File: src/rtl/harvest_pkg.sv
package harvest_pkg;
  localparam int unsigned HV_KW_MAX = 32;

  // Divide factor as used by the divider: zero is raised to one.
  function automatic logic [HV_KW_MAX-1:0] clamp_k(input logic [HV_KW_MAX-1:0] k);
    return (k == '0) ? HV_KW_MAX'(1) : k;
  endfunction

  // Reload value for a down-counter that must fire every k cycles.
  function automatic logic [HV_KW_MAX-1:0] reload_of(input logic [HV_KW_MAX-1:0] k);
    return clamp_k(k) - HV_KW_MAX'(1);
  endfunction
endpackage

File: src/rtl/osc_capture.sv
module osc_capture #(
  parameter int unsigned N_SRC = 8
) (
  input  logic             clk,
  input  logic             rst,
  input  logic [N_SRC-1:0] osc_in,
  output logic [N_SRC-1:0] cap_q
);
  // One synchronizer pair and one capture flop per source line.
  for (genvar g = 0; g < N_SRC; g++) begin : g_src
    logic meta_q, sync_q, hold_q;
    always_ff @(posedge clk) begin
      if (rst) begin
        meta_q <= 1'b0;
        sync_q <= 1'b0;
        hold_q <= 1'b0;
      end else begin
        meta_q <= osc_in[g];
        sync_q <= meta_q;
        hold_q <= sync_q;
      end
    end
    assign cap_q[g] = hold_q;
  end
endmodule

File: src/rtl/rate_divider.sv
module rate_divider #(
  parameter int unsigned KW = 20
) (
  input  logic          clk,
  input  logic          rst,
  input  logic [KW-1:0] div_k,
  output logic [KW-1:0] k_eff,
  output logic [KW-1:0] cnt_q,
  output logic          samp_en
);
  import harvest_pkg::*;
  localparam int unsigned PADW = HV_KW_MAX;

  logic [KW-1:0] reload;

  always_comb begin
    k_eff  = KW'(clamp_k(PADW'(div_k)));
    reload = KW'(reload_of(PADW'(div_k)));
  end

  assign samp_en = !rst && (cnt_q == '0);

  always_ff @(posedge clk) begin
    if (rst)          cnt_q <= '0;
    else if (samp_en) cnt_q <= reload;
    else              cnt_q <= cnt_q - KW'(1);
  end
endmodule

File: src/rtl/xor_out_stage.sv
module xor_out_stage #(
  parameter int unsigned N_SRC = 8
) (
  input  logic             clk,
  input  logic             rst,
  input  logic [N_SRC-1:0] cap_q,
  input  logic             samp_en,
  output logic             raw_bit,
  output logic             raw_valid
);
  logic folded;
  assign folded = ^cap_q;

  always_ff @(posedge clk) begin
    if (rst) begin
      raw_bit   <= 1'b0;
      raw_valid <= 1'b0;
    end else begin
      raw_valid <= samp_en;
      if (samp_en) raw_bit <= folded;
    end
  end
endmodule

File: src/rtl/xor_entropy_harvester.sv
module xor_entropy_harvester #(
  parameter int unsigned N_SRC = 8,
  parameter int unsigned KW    = 20
) (
  input  logic             clk,
  input  logic             rst,
  input  logic [N_SRC-1:0] osc_in,
  input  logic [KW-1:0]    div_k,
  output logic             ser_data,
  output logic             ser_valid
);
  logic [N_SRC-1:0] cap_q;
  logic [KW-1:0]    k_eff;
  logic [KW-1:0]    cnt_q;
  logic             samp_en;

  osc_capture #(.N_SRC(N_SRC)) u_cap (
    .clk(clk), .rst(rst), .osc_in(osc_in), .cap_q(cap_q)
  );

  rate_divider #(.KW(KW)) u_div (
    .clk(clk), .rst(rst), .div_k(div_k),
    .k_eff(k_eff), .cnt_q(cnt_q), .samp_en(samp_en)
  );

  xor_out_stage #(.N_SRC(N_SRC)) u_out (
    .clk(clk), .rst(rst), .cap_q(cap_q), .samp_en(samp_en),
    .raw_bit(ser_data), .raw_valid(ser_valid)
  );
endmodule

File: config.mk
export PLATFORM = sky130hd
export DESIGN_NAME = xor_entropy_harvester
export DESIGN_NICKNAME = d
export VERILOG_FILES = /design/src/rtl/harvest_pkg.sv /design/src/rtl/osc_capture.sv /design/src/rtl/rate_divider.sv /design/src/rtl/xor_out_stage.sv /design/src/rtl/xor_entropy_harvester.sv
export SDC_FILE = /design/constraint.sdc
export NUM_CORES = 1
export LEC_CHECK = 0
export CAP_MARGIN = 0
export CORE_MARGIN = 5
export CORE_UTILIZATION = 55
export CTS_BUF_LIST = sky130_fd_sc_hd__clkbuf_4
export CTS_CLUSTER_DIAMETER = 40
export DETAILED_ROUTE_END_ITERATION = 8
export GPL_TIMING_DRIVEN = 0
export PLACE_DENSITY = 0.8
export SLEW_MARGIN = 20
export SYNTH_ARGS = -nofsm -noshare
export SYNTH_HDL_FRONTEND = slang
export SYNTH_SLANG_ARGS = --single-unit
File: constraint.sdc
create_clock -name clk -period 9.5 [get_ports clk]
set_input_delay 2.85 -clock clk [delete_from_list [all_inputs] [get_ports clk]]
set_output_delay 2.85 -clock clk [all_outputs]
set_load 0.005 [all_outputs]
==> results of run 1 <==
layout make-up:
type                       count  share of cell area (%)
buffer                         8                    2.29
clock buffer                   6                    1.65
clock inverter                 2                    1.37
inverter                       2                   0.458
multi-input combinational    185                    46.9
sequential                    46                    33.7
tap                           50                    2.29
timing repair buffer          31                    11.4
state kept, by name, summed over array words and instances (netlist names):
name                count
u_cap.g_src.meta_q      8
u_div.cnt_q            20
u_cap.g_src.hold_q      8
u_cap.g_src.sync_q      8
u_out.raw_valid         1
u_out.raw_bit           1
logic make-up (layout without fill, tap and decap cells):
logic type	Yosys count	in the layout	share of synthesized area, %
mux	1	1	0.494
buf+inv	10	49	3.29
xor+xnor	14	14	5.38
simple gates	115	115	33.3
fa+ha+maj	1	1	0.549
flops	46	46	40.4
compound gates	54	54	16.5
metrics by stage:
stage	power (mW)	utilization (%)	area (um^2)	hold slack [ns]
final	0.741	68.3	2730	0.448
after global routing	0.794	68.3	2730	0.469
after CTS	0.740	68.3	2730	0.452
after detailed placement	0.619	66.3	2650	0.422
after global placement	0.609	66.3	2650	0.416
after floorplan	0.539	-	2280	0.414
cell usage after synthesis (2+ instances only):
cell | number | share of area [%]
a31o_1 | 2 | 0.77
dfxtp_1 | 46 | 40
clkbuf_1 | 3 | 0.49
nor4_1 | 6 | 1.6
nand4_1 | 3 | 0.82
nor2_1 | 24 | 4.0
o21ai_0 | 6 | 1.3
nor3_1 | 18 | 4.0
o31ai_1 | 2 | 0.66
a211oi_1 | 2 | 0.66
o31a_1 | 3 | 1.2
buf_6 | 2 | 0.99
o211ai_1 | 2 | 0.66
or4_4 | 3 | 1.5
a21oi_1 | 20 | 4.4
xnor2_1 | 10 | 3.8
nand2_1 | 6 | 0.99
buf_4 | 2 | 0.66
nor4_2 | 4 | 2.2
xor2_1 | 4 | 1.5
nor3b_1 | 2 | 0.66
a31oi_1 | 3 | 0.82
o21ai_1 | 3 | 0.66
nor3b_2 | 2 | 1.1
nor2b_1 | 27 | 7.4
layer usage:
metal	track usage, %	vias to the layer above	wire length (um)
met5	0	-	0
met4	6.72	0	90
met3	4.46	9	254
met1	25.8	908	2210
met2	30.9	46	2300
li1	-	955	-
worst reg2reg max path: stages (launching register included):
cell and delay (ns):
dfxtp_1 0.36, nor4_2 0.57, and4_4 0.35, nand2_4 0.10
clkinv_4 0.10, buf_4 0.18, nand2_1 0.07, o22ai_1 0.21
ha_1 0.28, nor3b_2 0.31, o311ai_2 0.24, nor4_2 0.33
xor2_1 0.17, nor2_1 0.05
path summary, 6_finish.rpt:
kind | start | endpoint | slack [ns] | depth (start not counted)
min | u_cap.g_src[5].meta_q | u_cap.g_src[5].sync_q | 0.45 | 1
max | rst | u_div.cnt_q[18] | 3.75 | 14
min reg2reg | u_cap.g_src[5].meta_q | u_cap.g_src[5].sync_q | 0.45 | 1
max reg2reg | u_div.cnt_q[10] | u_div.cnt_q[18] | 6.08 | 13
power breakdown:
group	switching, mW	total, mW	internal (mW)
clock	0.0631	0.122	0.0584
combinational	0.194	0.354	0.159
sequential	0.0370	0.266	0.229
==> out/results.env, run 1 <==
WORST_PATH_MOST_REPEATED_CELL='nor4_2'
CRITPATHCAPTURETYPE='register'
SLOWEST_DELAY_NS=0.49
HOLDCRITPATHCLASS='reg -> reg'
CTS_TREE='yes'
SYN2LAYOUT_AREA_GROWTH_PCT=20.0
FLOORPLAN.DIE.WIDTH_UM=74.4
ROUTED_WL_MM=4.86
FIN_SKEW_NS=0.0113
SYNTH_SEQ_CELLS=46
ROW_COUNT=23
CTS_SINKS=46
YOSYSSEQAREASHARE_PCT=40.4
CRITPATHKIND='in -> reg'
FMAXACHIEVABLE_GHz=0.174
MOST_FREQUENT_STANDARD_CELL_IN_THE_LAYOUT_EXCLUDING_FILL_AND_TAP_CELLS='dfxtp_1'
IOS=32
FINALHOLDVIOLATIONS=0
FINAL_NET_COUNT=310
WORST_SLEW_PIN_TRAN_NS=0.611
DIODES=0
POST-ROUTE-PERIOD-UTIL_PCT=60.5
GRT_USAGE_PCT=19.4
RUN_STATUS='complete, no violations'
COUNT_OF_DISTINCT_CELL_TYPES_IN_THE_SYNTHESIZED_NETLIST=61
CTS_MADE_BUFFERS=5
SYNTH_FP_NETS=272
DRTITER0DRC=128
CRITPATHMAXFANOUT=10
FINALWORSTPATHREQUIREDPERIOD_NS=5.75
MULTI_INPUT_COMB_AREA_UM2=1280
VIAS=1918
SLEW_HEADROOM_PCT=58.9
DRV.MAX_CAP_VIOLATION_COUNT=0
POST_ROUTE_CELLS_DRIVE_ABOVE_1_SHARE_PCT=13.9
COREAREA_UM2=4000
FINALSETUPTNS_NS=0
WORSTPATHCELLLIST='clkdlybuf4s50_1 -> nor4_2 -> and4_4 -> nand2_4 -> clkinv_4 -> buf_4 -> nand2_1 -> o22ai_1 -> ha_1 -> nor3b_2 -> o311ai_2 -> nor4_2 -> xor2_1 -> nor2_1'
GRT_FIRST_PASS_WIRELENGTH_MM=8.26
POST-CTS-SETUP-BUFFERS=0
SYNTH_ENABLE_FLOP_CELLS=0
INSERTION_DELAY_NS=0.37
SYNTH_FF_TYPE='dfxtp_1'
LEAKAGE_nW=0.949
GRT_MAX_DEGREE=15
STANDARD_CELL_WITH_THE_MAXIMUM_STAGE_DELAY_ON_THE_CRITICAL_PATH='clkdlybuf4s50_1'
CTS.PATH.MAX_BUFFERS=2
SEQCELLAREA_UM2=921
DRT_FIRST_PASS_ITERS=4
POSTROUTEANTENNANETS=0
FINISH.CELL_COUNT_WITHOUT_FILLERS=330
CRITPATHTOPFAMILY='simple AND/OR/NAND/NOR gates'
DRC=0
RSZ0062_AT_GRT='no'
NUMPLACEDINSTANCES=322
ANTENNA_FOUND_INITIAL=0
PROPORTION_OF_REGISTER_BITS_WITH_ASYNCHRONOUS_SET_OR_RESET_AFTER_SYNTHESIS_PCT=0
POSTSYNTHAREAPERCELL_UM2=9.45
IO_BUFFERS=31
YOSYSWARNINGS=0
DETAIL_ROUTE.VIAS_PER_CELL=5.81
SETUP_VIOL=0
HOLDBUFCOUNTCTS=0
INITIAL_CORE_UTIL_PCT=57.0
ROUTEDWLPERCELL_UM=14.7
CRITICAL_PATH_REQUIRED_NS=9.78
POST_CTS_RESIZED=0
GRT_PASS1_VIAS=1776
POWER.IR.VDD_WORST_V=0.000175
DIE-AREA_UM2=5530
SYNTH.CELL_AREA_UM2=2280
DIE-HEIGHT_UM=74.4
POWER_PER_CELL_AREA_nW_PER_UM2=271
CRITICAL_PATH_BUF_INV_COUNT=3
SETUP.WORST_PATH.START_CLASS='input pin'
SLEW_VIOLATIONS=0
CLK_PIN_SLEW_NS=0.13
GP_CONGESTION=0.893
CTS_MAX_LEVEL=2
DPL_WORST_SLACK_NS=3.41
LAYOUT.FILLER_CELLS=338
CRITICAL_PATH_ARRIVAL_NS=6.03
POSTLAYOUTSETUPSLACKWORST_NS=3.75
LAYOUT.CELLS.MOST_COMMON_LIST='46 x dfxtp_1, 31 x clkdlybuf4s50_1, 27 x nor2b_1, 24 x nor2_1, 20 x a21oi_1'
NETLIST_INSTANCES=241
GLOBALROUTE.TOTALOVERFLOW=0
CTSROOTBUFFERMASTER='clkbuf_4'
DETAILEDPLACEMENTHPWL_MM=3.65
(Power assumes the default switching activity.)
==> inputs of run 2 (changes only) <==
- clock period: 9.5 -> 5.9 ns (I/O delays scaled with it)
==> results of run 2 <==
The final DEF is identical to that of run 1. Status: complete, no violations.
Main changes from that run: setup slack after placement 3.41 ns -> 0.891 ns; setup slack after layout 3.75 ns -> 1.23 ns; register-to-register setup slack 6.08 ns -> 2.48 ns; total power 0.741 mW -> 1.19 mW; worst IR drop on VDD 0.000175 V -> 0.000282 V
==> inputs of run 3 (changes only) <==
- CORE_UTILIZATION: 55 -> 51
- PLACE_DENSITY: 0.8 -> 0.78
- clock period: 5.9 -> 4.1 ns (I/O delays scaled with it)
==> run 3 against run 2 <==
  * Global-route usage shrank 2.2 points
  * Combinational power grew 54%
  * Sequential power grew 45%
  * Count of clock-buffer cells in the layout shrank 1
  * Sequential share of layout area shrank 0.68 points
  * First-iteration DRC count shrank 17%
  * Clock skew shrank 0.0014 ns
  * Cell area grew 2.1%
  * Non-clock buffer count grew 1
  * Register-to-register slack lost 1.6 ns
  * Critical endpoint unchanged
==> out/results.env, run 3 (synthesis gave the netlist of run 1 again) <==
CTS_MADE_BUFFERS=5  # unchanged
MULTI_INPUT_COMB_AREA_UM2=1330  # was 1280 um^2
DIODES=0  # unchanged
GRT_PASS1_VIAS=1826  # was 1,776
ROW_COUNT=24  # was 23
FLIP_FLOP_COUNT_OF_THE_LARGEST_REGISTER_AFTER_LAYOUT=20  # unchanged
CELLINTERNALPOWER_mW=1.05  # was 0.719 mW
CRIT_PATH_START='rst'  # unchanged
SEQCELLAREA_UM2=921  # unchanged
POSTROUTEANTENNANETS=0  # unchanged
DETAIL_ROUTE.VIAS_PER_CELL=5.83  # was 5.81
PLACED_AREA_UM2=2650  # about the same
DIE-AREA_UM2=5900  # was 5530 um^2
RUN_STATUS='complete, no violations'  # unchanged
CLKPWRFRAC_PCT=15.9  # was 16.4%
WORST_SLEW_PIN_TRAN_NS=0.724  # was 0.611 ns
SETUP_VIOL=0  # unchanged
RSZ0062_AT_GRT='no'  # unchanged
COREAREA_UM2=4350  # was 4000 um^2
CTS.PATH.MAX_BUFFERS=2  # unchanged
DIE-HEIGHT_UM=76.8  # was 74.4 um
SWSHARE_PCT=40.8  # was 39.7%
VIAS=1943  # was 1,918
INITIAL_CORE_UTIL_PCT=52.3  # was 57.0%
POST-ROUTE-PERIOD-UTIL_PCT=91.0
LAYOUT.FILLER_CELLS=360  # was 338
REG2REG_SLACK_NS=0.84  # was 2.48 ns
INSERTION_DELAY_NS=0.36  # was 0.37 ns
HOLDCRITPATHCLASS='reg -> reg'  # unchanged
IO_BUFFERS=31  # unchanged
CTS_MAX_LEVEL=2  # unchanged
CTS_SINKS=46  # unchanged
LAYOUT.CELLS.MOST_COMMON_LIST='46 x dfxtp_1, 30 x clkdlybuf4s50_1, 27 x nor2b_1, 24 x nor2_1, 20 x a21oi_1'  # was 46 x dfxtp_1, 31 x clkdlybuf4s50_1, 27 x nor2b_1, 24 x nor2_1, 20 x a21oi_1
LEAKAGE_nW=0.973  # was 0.949 nW
SETUP.WORST_PATH.START_CLASS='input pin'  # unchanged
FINALWORSTPATHREQUIREDPERIOD_NS=3.73
ROUTED_WL_MM=5.05  # was 4.86 mm
ROUTEDWLPERCELL_UM=15.2  # was 14.7 um
CRITPATHMAXFANOUT=10  # unchanged
FIN_SKEW_NS=0.00991  # was 0.0113 ns
SYN2LAYOUT_AREA_GROWTH_PCT=22.5  # was 20.0%
ANTENNA_FOUND_INITIAL=0  # unchanged
DRC=0  # unchanged
CTSROOTBUFFERMASTER='clkbuf_4'  # unchanged
SEQUENTIALPOWERSHARE_PCT=34.9  # was 35.9%
WORST_HOLD_STARTPOINT='u_cap.g_src[0].meta_q'  # was u_cap.g_src[5].meta_q
CRITPATHCAPTURETYPE='register'  # unchanged
CTS_TREE='yes'  # unchanged
NET-SWITCHING-POWER_mW=0.725  # was 0.474 mW
CRITPATHKIND='in -> reg'  # unchanged
FINAL_NET_COUNT=311  # was 310
GRT_MAX_DEGREE=16  # was 15
TIMING.HOLD.WS_NS=0.450  # was 0.448 ns
POWER_PER_CELL_AREA_nW_PER_UM2=638  # was 437 nW/um^2
POWER_FRAC_COMB_PCT=49.2  # was 47.7%
CRITICAL_PATH_REQUIRED_NS=4.37  # was 6.18 ns
CRITICAL_PATH_ARRIVAL_NS=4.01  # was 4.95 ns
DRTITER0DRC=106  # was 128
SLEW_HEADROOM_PCT=51.4  # was 58.9%
DRT_FIRST_PASS_ITERS=4  # unchanged
GP_CONGESTION=0.875  # was 0.893
DETAILEDPLACEMENTHPWL_MM=3.72  # was 3.65 mm
R2R-START='u_div.cnt_q[10]'  # unchanged
FLOORPLAN.DIE.WIDTH_UM=76.8  # was 74.4 um
IOS=32  # unchanged
FINALHOLDVIOLATIONS=0  # unchanged
GRT_FIRST_PASS_WIRELENGTH_MM=8.41  # was 8.26 mm
DRV.MAX_CAP_VIOLATION_COUNT=0  # unchanged
POST_ROUTE_CELLS_DRIVE_ABOVE_1_SHARE_PCT=15.7  # was 13.9%
FMAXACHIEVABLE_GHz=0.268
HOLDBUFCOUNTCTS=0  # unchanged
CLK_PIN_SLEW_NS=0.14  # was 0.13 ns
GLOBALROUTE.TOTALOVERFLOW=0  # unchanged
TOP_REGISTER='u_div.cnt_q'  # unchanged
SLEW_VIOLATIONS=0  # unchanged
FIN_AREA_UM2=2790  # was 2730 um^2
GRT_USAGE_PCT=17.2  # was 19.4%
POWER.IR.VDD_WORST_V=0.000400  # was 0.000282 V
MOST_FREQUENT_STANDARD_CELL_IN_THE_LAYOUT_EXCLUDING_FILL_AND_TAP_CELLS='dfxtp_1'  # unchanged
run 3: area by class of cell:
class                   instances  area share [%]
well taps                      52            2.33
clock buffers                   5            1.35
inverters                       2           0.448
clock inverters                 3            1.57
multi-input cells             185            47.6
repair buffers                 32            11.5
flip-flops and latches         46            33.0
plain buffers                   8            2.24
run 3: stage by stage:
stage / worst slack, ns / power, mW / utilization [%] / cells / setup TNS (ns)
2_1_floorplan: 0.611 / 1.25 / - / 241 / 0
6_report: 0.367 / 1.78 / 64.1 / 333 / 0
3_5_place_dp: -0.550 / 1.44 / 60.9 / 324 / -2.11
5_1_grt: 0.219 / 1.90 / 64.1 / 333 / 0
4_1_cts: 0.0676 / 1.74 / 63.2 / 332 / 0
3_3_place_gp: -0.378 / 1.41 / 60.9 / 324 / -1.34
run 3: timing repair:
action                                  CTS  global route
gates resized for setup                   3             5
cloned                                    0             0
pin swaps                                 1             2
endpoints found under the setup margin    3             5
buffers inserted                          0             1
run 3: power by group through the flow:
| stage | sequential [mW] | combinational (mW) | clock, mW |
|---|---|---|---|
| after floorplan | 0.605 | 0.644 | 0 |
| after global placement | 0.622 | 0.791 | 0 |
| after detailed placement | 0.624 | 0.818 | 0 |
| after CTS | 0.618 | 0.834 | 0.288 |
| after global routing | 0.631 | 0.967 | 0.306 |
| final | 0.621 | 0.875 | 0.283 |
run 3: critical path: stages:
cell and delay (ns):
dlymetal6s2s_1 0.20, nor4_4 0.37, and4_4 0.32, nand2_4 0.10
clkinv_4 0.10, buf_4 0.18, nand2_1 0.08, o22ai_2 0.16
ha_2 0.25, nor3b_4 0.27, o311ai_4 0.19, nor4_2 0.32
xor2_1 0.17, nor2_1 0.05
run 3: worst paths after layout:
check,cells past startpoint,end
max,14,u_div.cnt_q[18]
min,1,u_cap.g_src[0].sync_q
max reg2reg,13,u_div.cnt_q[18]
min reg2reg,1,u_cap.g_src[0].sync_q
run 3: metal layers:
metal / up-vias / GRT usage (%) / share of wire (%)
li1: 960 / - / -
met1: 907 / 22.8 / 46
met2: 69 / 27.1 / 47
met3: 7 / 3.51 / 6.1
met4: 0 / 7.17 / 1.5
met5: - / 0 / 0
